[src/rtl/aen_pkg.sv]
package aen_pkg;
  typedef enum logic [1:0] {
    ST_IDLE  = 2'd0,
    ST_OFFER = 2'd1,
    ST_BUSY  = 2'd2
  } aen_state_e;
endpackage

[src/rtl/aen_enable_bank.sv]
module aen_enable_bank #(
  parameter int NREG = 7,
  parameter int BW   = 8,
  parameter int SELW = 3,
  localparam int NSRC = NREG * BW
) (
  input  logic            clk,
  input  logic            rst_n,
  input  logic            wr,
  input  logic [SELW-1:0] sel,
  input  logic [BW-1:0]   wdata,
  output logic [BW-1:0]   rdata,
  input  logic [NSRC-1:0] clr_vec,
  output logic [NSRC-1:0] en
);
  logic [NSRC-1:0] en_q, en_nxt;

  always_comb begin
    en_nxt = en_q;
    for (int r = 0; r < NREG; r++) begin
      if (wr && sel == SELW'(r)) en_nxt[r*BW +: BW] = wdata;
    end
    en_nxt = en_nxt & ~clr_vec;
  end

  always_ff @(posedge clk) begin
    if (!rst_n) en_q <= '0;
    else        en_q <= en_nxt;
  end

  always_comb begin
    rdata = '0;
    for (int r = 0; r < NREG; r++) begin
      if (sel == SELW'(r)) rdata = en_q[r*BW +: BW];
    end
  end

  assign en = en_q;

  // a cleared bit is zero after the edge, whatever was written
  a_r9_clear_wins: assert property (@(posedge clk) disable iff (!rst_n)
    (clr_vec != '0) |=> ((en_q & $past(clr_vec)) == '0));

  // without a write or a clear the bank holds
  a_r2_bank_hold: assert property (@(posedge clk) disable iff (!rst_n)
    (!wr && clr_vec == '0) |=> $stable(en_q));
endmodule

[src/rtl/aen_lowest_pick.sv]
module aen_lowest_pick #(
  parameter int N  = 56,
  parameter int IW = 6
) (
  input  logic [N-1:0]  req,
  output logic          hit,
  output logic [IW-1:0] idx
);
  always_comb begin
    idx = '0;
    for (int i = N - 1; i >= 0; i--) begin
      if (req[i]) idx = IW'(i);
    end
  end

  assign hit = |req;
endmodule

[src/rtl/aen_xfer_ctrl.sv]
module aen_xfer_ctrl
  import aen_pkg::*;
#(
  parameter int NSRC = 56,
  parameter int IW   = 6,
  parameter int CNTW = 16
) (
  input  logic            clk,
  input  logic            rst_n,
  input  logic            hit,
  input  logic [IW-1:0]   pick_idx,
  output logic            xfer_valid,
  input  logic            xfer_ready,
  output logic [IW-1:0]   xfer_src,
  input  logic            xfer_done,
  input  logic            cfg_load,
  input  logic [CNTW-1:0] cfg_count,
  input  logic            cfg_mode,
  output logic [NSRC-1:0] clr_vec,
  output logic            end_irq,
  output logic [IW-1:0]   end_src
);
  aen_state_e      state;
  logic [IW-1:0]   src_q;
  logic [CNTW-1:0] cnt_q;
  logic            mode_q;
  logic            end_irq_q;
  logic [IW-1:0]   end_src_q;
  logic            done_evt, last_unit, auto_clr;

  assign done_evt  = (state == ST_BUSY) && xfer_done;
  assign last_unit = (cnt_q == CNTW'(1));
  assign auto_clr  = done_evt && (mode_q || last_unit);
  assign clr_vec   = auto_clr ? (NSRC'(1) << src_q) : '0;

  always_ff @(posedge clk) begin
    if (!rst_n) begin
      state     <= ST_IDLE;
      src_q     <= '0;
      cnt_q     <= '0;
      mode_q    <= 1'b0;
      end_irq_q <= 1'b0;
      end_src_q <= '0;
    end else begin
      end_irq_q <= auto_clr;
      if (auto_clr) end_src_q <= src_q;
      if (done_evt) cnt_q <= cnt_q - CNTW'(1);
      else if (cfg_load && state != ST_BUSY) cnt_q <= cfg_count;
      case (state)
        ST_IDLE: if (hit) begin
          src_q <= pick_idx;
          state <= ST_OFFER;
        end
        ST_OFFER: if (xfer_ready) begin
          mode_q <= cfg_mode;
          state  <= ST_BUSY;
        end
        ST_BUSY: if (xfer_done) state <= ST_IDLE;
        default: state <= ST_IDLE;
      endcase
    end
  end

  assign xfer_valid = (state == ST_OFFER);
  assign xfer_src   = src_q;
  assign end_irq    = end_irq_q;
  assign end_src    = end_src_q;

  // an unaccepted offer stays up with the same source
  a_r5_offer_hold: assert property (@(posedge clk) disable iff (!rst_n)
    (xfer_valid && !xfer_ready) |=> (xfer_valid && $stable(xfer_src)));

  // an end interrupt only follows a done event in the busy state
  a_r6_end_cause: assert property (@(posedge clk) disable iff (!rst_n)
    end_irq |-> ($past(xfer_done) && $past(state == ST_BUSY)));

  // never more than one enable bit is cleared at a time
  a_r6_one_clear: assert property (@(posedge clk) disable iff (!rst_n)
    $onehot0(clr_vec));

  // a zero counter under mode 0 never clears
  a_r8_zero_keeps: assert property (@(posedge clk) disable iff (!rst_n)
    (done_evt && cnt_q == '0 && !mode_q) |-> (clr_vec == '0));
endmodule

[src/rtl/xfer_act_enable.sv]
module xfer_act_enable #(
  parameter int NREG = 7,
  parameter int BW   = 8,
  parameter int CNTW = 16,
  localparam int NSRC = NREG * BW,
  localparam int SELW = $clog2(NREG + 1),
  localparam int IW   = $clog2(NSRC)
) (
  input  logic            clk,
  input  logic            rst_n,
  input  logic            reg_wr,
  input  logic [SELW-1:0] reg_sel,
  input  logic [BW-1:0]   reg_wdata,
  output logic [BW-1:0]   reg_rdata,
  input  logic [NSRC-1:0] irq_req,
  output logic [NSRC-1:0] cpu_irq_pass,
  output logic            xfer_valid,
  input  logic            xfer_ready,
  output logic [IW-1:0]   xfer_src,
  input  logic            xfer_done,
  input  logic            cfg_load,
  input  logic [CNTW-1:0] cfg_count,
  input  logic            cfg_mode,
  output logic            end_irq,
  output logic [IW-1:0]   end_src
);
  logic [NSRC-1:0] en, clr_vec, pending;
  logic            hit;
  logic [IW-1:0]   pick_idx;

  aen_enable_bank #(.NREG(NREG), .BW(BW), .SELW(SELW)) u_bank (
    .clk(clk), .rst_n(rst_n), .wr(reg_wr), .sel(reg_sel),
    .wdata(reg_wdata), .rdata(reg_rdata), .clr_vec(clr_vec), .en(en)
  );

  assign pending      = irq_req & en;
  assign cpu_irq_pass = irq_req & ~en;

  aen_lowest_pick #(.N(NSRC), .IW(IW)) u_pick (
    .req(pending), .hit(hit), .idx(pick_idx)
  );

  aen_xfer_ctrl #(.NSRC(NSRC), .IW(IW), .CNTW(CNTW)) u_ctrl (
    .clk(clk), .rst_n(rst_n), .hit(hit), .pick_idx(pick_idx),
    .xfer_valid(xfer_valid), .xfer_ready(xfer_ready), .xfer_src(xfer_src),
    .xfer_done(xfer_done), .cfg_load(cfg_load), .cfg_count(cfg_count),
    .cfg_mode(cfg_mode), .clr_vec(clr_vec), .end_irq(end_irq), .end_src(end_src)
  );
endmodule

[config.mk]
export PLATFORM = sky130hd
export DESIGN_NAME = xfer_act_enable
export DESIGN_NICKNAME = d
export VERILOG_FILES = /design/src/rtl/aen_pkg.sv /design/src/rtl/aen_enable_bank.sv /design/src/rtl/aen_lowest_pick.sv /design/src/rtl/aen_xfer_ctrl.sv /design/src/rtl/xfer_act_enable.sv
export SDC_FILE = /design/constraint.sdc
export NUM_CORES = 1
export LEC_CHECK = 0
export ABC_AREA = 1
export ABC_CLOCK_PERIOD_IN_PS = 3800
export BUFFER_PORTS_ARGS = -buffer_cell sky130_fd_sc_hd__buf_2
export CORE_MARGIN = 2
export CORE_UTILIZATION = 45
export CTS_CLUSTER_DIAMETER = 80
export DETAILED_ROUTE_END_ITERATION = 8
export GPL_ROUTABILITY_DRIVEN = 0
export PLACE_DENSITY = 0.79
export SLEW_MARGIN = 20
export SYNTH_ARGS = -nofsm -noshare
export SYNTH_HDL_FRONTEND = slang
export SYNTH_HIERARCHICAL = 1
export SYNTH_SLANG_ARGS = --single-unit
[constraint.sdc]
create_clock -name clk -period 3.8 [get_ports clk]
set_input_delay 0.57 -clock clk [delete_from_list [all_inputs] [get_ports clk]]
set_output_delay 0.57 -clock clk [all_outputs]
set_load 0.05 [all_outputs]
Word level (Yosys, flattened, before mapping)
Cells that the tools add are included.

Latch bits: 0. Memories: 0. Bits in registers: 88. Bits in read-only memories: 0. Output and inout port bits: 78. RAM bits: 0.

Multipliers: 0. Equal/unequal tests: 13. Magnitude comparators: 0. Divide/modulo/power cells: 0. Muxes and demuxes: 77. Bitwise operators: 5. Shift-type cells: 1. $add $sub $neg: 1. Reduce and logical (&&, ||, !) cells: 18.

Operators with widths (count): $mux 6 (56); $and 56x56->56 (3); $mux 8 (14); $not 56->56 (2); $mux 56 (1); $reduce_or 56->1 (1); $shl 1x6->56 const A (1); $mux 16 (2); $eq 16x1->1 const B (1); $sub 16x1->16 const B (1); $logic_and 1x1->1 (10); $eq 3x3->1 const B (3); $eq 3x2->1 const B (2); $mux 2 (3); $ne 2x2->1 const B (3); $pmux 2 s3 (1); $reduce_and 2->1 (2); $eq 3x1->1 const B (1); $logic_not 3->1 (1); $reduce_and 3->1 (1); $eq 2x1->1 const B (1); $eq 2x2->1 const B (1); $logic_not 2->1 (1); $ne 2x1->1 const B (1); 2 further kinds (2).

Logic depth before layout (Yosys ltp)
Word-level depth: 57. Depth in mapped cells: 59. Gate-level depth less buffers: 59.

Modules after synthesis
The synthesis kept the hierarchy.

Modules (own cells, without submodules): aen_enable_bank (instances 1, area each 2840.2 µm², cells an instance 430); aen_xfer_ctrl (instances 1, area each 2462.4 µm², cells an instance 387); xfer_act_enable (instances 1, area each 980.9 µm², cells an instance 224); aen_lowest_pick (instances 1, area each 835.8 µm², cells an instance 202).

Least setup slack after synthesis
Ideal clock, no wire load.

Path type: input to register. From: input irq_req[54]. To: register u_ctrl.src_q[0] (netlist: u_ctrl/xfer_src[0]). Data required time: 3673 ps. Setup slack: 533 ps. Stages on the path: 59. Buffers on the path: 0. Data arrival time: 3140 ps. Library setup time: 127 ps. Cell sequence: nand2_1 -> inv_1 -> inv_1 -> nand2_1 -> nand2_1 -> nand2_1 -> nand2_1 -> nand2_1 -> nand2_1 -> nand2_1 -> nand2_1 -> nand2_1 -> nand2_1 -> nand2_1 -> nand2_1 -> nand2_1 -> nand2_1 -> nand2_1 -> [23 not listed] -> nand2_1 -> nand2_1 -> nand2_1 -> nand2_1 -> nand2_1 -> nand2_1 -> nand2_1 -> nand2_1 -> nand2_1 -> nand2_1 -> nand2_1 -> nand2_1 -> nand2_1 -> nand2_1 -> nand2_1 -> a21oi_2 -> o21ai_0 -> a21oi_1.

Cells in the longest elaborated chain, start to end: 56.

RTL lines: start, declared (line xfer_act_enable.sv:15) `input logic [NSRC-1:0] irq_req,`; $and 56x56->56 (line xfer_act_enable.sv:36) `assign pending = irq_req & en;`; via pending[54] (line xfer_act_enable.sv:27) `logic [NSRC-1:0] en, clr_vec, pending;`; $mux 6 (55 in series) (line aen_lowest_pick.sv:12) `if (req[i]) idx = IW'(i);`; via pick_idx[0] (line xfer_act_enable.sv:29) `logic [IW-1:0] pick_idx;`; end signal, assigned (line aen_xfer_ctrl.sv:51) `src_q <= pick_idx;`; end, declared (line aen_xfer_ctrl.sv:24) `logic [IW-1:0] src_q;`.

The timed path passes the listed nets, and every way through them passes these cells. A chain may end at the register's enable or synchronous reset.

Final worst setup path
From: register u_bank.en_q[52] (netlist: u_bank/en[52]). To: register u_ctrl.src_q[0] (netlist: u_ctrl/xfer_src[0]).

Cells in the longest elaborated chain, start to end: 54.

RTL lines: start, declared (line aen_enable_bank.sv:16) `logic [NSRC-1:0] en_q, en_nxt;`; start signal, assigned (line aen_enable_bank.sv:28) `else en_q <= en_nxt;`; $and 56x56->56 (line xfer_act_enable.sv:36); via pending[52] (line xfer_act_enable.sv:27); $mux 6 (53 in series) (line aen_lowest_pick.sv:12); via pick_idx[0] (line xfer_act_enable.sv:29).

The timed path passes the listed nets, and every way through them passes these cells.

==> metrics.md <==
| Metric | Value |
|---|---|
| Run status | finished clean |
| Core box area | 0.0153 mm^2 |
| Synth top area cells | dfxtp_1, nand2_1, inv_1, nor2_1, nor2_2 |
| Synth Area in XOR/XNOR | 0% |
| Initial antenna violation count | 0 |
| Synthesized instance count | 1243 |
| Worst path slowest cell | dfxtp_1 |
| Register bit total from synthesis | 88 |
| Dpl cells | 1590 |
| Finished Layout Cells | 1608 |
| Syn nets | 1335 |
| Count leader, synth | nand2_1 |
| Asr flop ratio synth | 0% |
| EDFF count, synth | 0 |
| Drt pass-1 iters | 7 |
| Unique cell type count in the Yosys netlist | 44 |
| Top_reg_cell synth | dfxtp_1 |
| Max VDD drop | 0.000227 V |
| Routed wire per std cell | 13.2 um |
| Worst-path clk slew | 0.07 ns |
| Part of the Yosys area used for sequential elements | 24.7% |
| First-pass GRT wire length | 32800 um |
| Place WS | 0.0348 ns |
| Complex-gate fraction of the synthesized area | 8.54% |
| GRT Total Usage | 24.7% |
| Via count | 7942 |
| DP HPWL | 16500 um |
| TritonCTS buffer count | 9 |
| Chip height | 130 um |
| DRT iter0 DRCs | 869 |
| Power Density | 364 mW/mm^2 |
| CP endpoint kind | flip-flop |
| Row Count | 45 |
| Share of layout cells above drive strength 1 | 24.3% |
| Synth top cells by count | nand2_1, inv_1, nor2_1, dfxtp_1, nor2_2 |
| Worst-Margin Slew | 0.991 ns |
| Dominant cell type by area after synthesis | dfxtp_1 |
| Largest stage delay, worst path | 0.41 ns |
| Share of the synthesized area in the top cell type | 24.7% |
| H-tree depth | 3 |
| Core Util, Final | 54.7% |
| RSZ-0062 raised after global routing | true |
| Clock skew | 0.00765 ns |
| Clock sink count | 88 |
| Largest net degree at the start of global routing | 32 |
| Maxcap violations | 0 |
| Leakage power | 4.53 nW |
| Multiplexer area fraction after synthesis | 0% |
| Post-synthesis adder-cell area fraction | 0.351% |
| CP Class | flip-flop to flip-flop |
| DRC errors left | 0 |
| Final setup viols | 0 |
| Root buffer cell | clkbuf_16 |
| Synth Area in Simple Gates | 49.4% |
| Final WL | 21200 um |
| Reg2reg path depth | 57 |
| Synthesized cell area | 0.00712 mm^2 |
| Clock Latency Late Sink | 0.35 ns |
| Peak Freq | 291 MHz |
| Minimum clock period | 3.44 ns |
| Largest family of logic cells by synthesized area | simple AND/OR/NAND/NOR gates |
| Arrival time worst endpoint | 3.66 ns |
| Critical Path Source Type | flip-flop |
| Final net count | 1484 |
| Final period util | 90.5% |
| Aggregate negative setup slack | 0 ns |
| Final ANT Viol Nets | 0 |
| Port bufs | 167 |
| Hold depth | 2 |
| Avg Inst Size Synth | 5.73 um^2 |
| Design Area, Final | 0.00838 mm^2 |
| Die area | 0.0168 mm^2 |
| Starting Density | 46.5% |
| CTS tree | yes |
| I/O Pins | 168 |
| Total grt overflow | 0 |
| Vias per cell | 4.94 |
| Min-delay worst type | flip-flop to flip-flop |
| Slew Limit Fails | 0 |
| Rel. slew slack | 33.9% |
| Top cell by count, worst path | nand2_1 |
| CTS max path bufs | 2 |
| Die Wd | 130 um |
| Area Growth Syn to Fin | 17.7% |
| Vias in the first global route | 6782 |
| Placement Cell Area | 0.00803 mm^2 |
| Worst setup margin | 0.360 ns |
| CP Max Fanout | 4 |
| Final hold vios | 0 |
| WP data required | 4.02 ns |
| Antenna cells | 0 |
| Ys Warns | 6 |
-- where the power goes --
part	internal [mW]	switching [mW]	leakage (nW)	total, mW
combinational	0.266	0.723	3.65	0.989
sequential	0.981	0.102	0.720	1.08
clock	0.577	0.400	0.156	0.978
-- cell type report --
cell class / instances / area, um^2
tap: 211 / 264
timing repair buffer: 171 / 866
sequential: 88 / 1770
clock buffer: 9 / 225
fill: 1567 / 6940
inverter: 259 / 1000
clock inverter: 7 / 95.1
multi-input combinational: 863 / 4150
-- critical path, delay by kind of cell (launching register included) --
family	cells	cell delay [ns]
AND/OR/NAND/NOR	52	2.57
AO/OA/AOI/OAI	3	0.22
flip-flops	1	0.41
buffers and inverters	2	0.12
-- cells by family (layout without fill, tap and decap cells) --
logic type	count (synthesis)	in the layout
AND/OR/NAND/NOR	750	750
buffers and inverters	292	446
AO/OA/AOI/OAI	111	111
flip-flops	88	88
adder cells (fa/ha/maj)	2	2
-- cell usage in the layout (no fill, tap or decap), types with 5 or more instances in the layout --
cell type,instances
nand2_1,295
buf_2,167
nor2_2,59
nand4_1,19
dfxtp_1,84
nand3_1,54
inv_2,21
clkbuf_16,9
inv_1,232
a31oi_1,5
nor4_1,5
a21oi_1,48
or2_2,17
nor2_4,31
o21ai_0,41
nor2_1,233
nor3_1,20
o21a_1,7
-- worst paths after layout --
| check | startpoint | to | slack (ns) |
|---|---|---|---|
| setup / recovery | u_bank/en[52]$_SDFF_PN0_ | u_ctrl/xfer_src[0]$_SDFFE_PN0P_ | 0.36 |
| hold / removal | u_ctrl/end_src[4]$_SDFFE_PN0P_ | u_ctrl/end_src[4]$_SDFFE_PN0P_ | 0.47 |
| setup reg to reg | u_bank/en[52]$_SDFF_PN0_ | u_ctrl/xfer_src[0]$_SDFFE_PN0P_ | 0.36 |
| hold reg to reg | u_ctrl/end_src[4]$_SDFFE_PN0P_ | u_ctrl/end_src[4]$_SDFFE_PN0P_ | 0.47 |
-- through the flow --
stage / hold WS (ns) / power (mW)
2_1_floorplan: 0.458 / 1.80
4_1_cts: 0.470 / 3.04
6_report: 0.469 / 3.05
5_1_grt: 0.495 / 3.20
3_3_place_gp: 0.446 / 2.06
3_5_place_dp: 0.456 / 2.07
-- routing by layer --
| metal | part of all wire, % | track usage [%] | vias to the layer above | wire length (um) |
|---|---|---|---|---|
| met5 | 0 | 0 | - | 0 |
| met4 | 2.8 | 10.2 | 0 | 584 |
| met3 | 8.9 | 2.79 | 48 | 1890 |
| met2 | 46 | 41.5 | 411 | 9770 |
| met1 | 42 | 32.5 | 3463 | 8940 |
| li1 | - | - | 4020 | - |
-- what timing repair did --
item,in CTS,in global routing
setup endpoints to repair,0,1
hold buffers,0,0
gates resized for setup,0,8
setup buffers,0,2
-- flip-flops by register name, summed over array words and instances (netlist names) --
signal           flops
u_ctrl/xfer_src      6
u_bank/en           56
u_ctrl/end_irq       1
u_ctrl/end_src       6
u_ctrl/mode_q        1
u_ctrl/cnt_q        16
u_ctrl/state         2
Note: power is estimated with default switching activity, not from simulation.
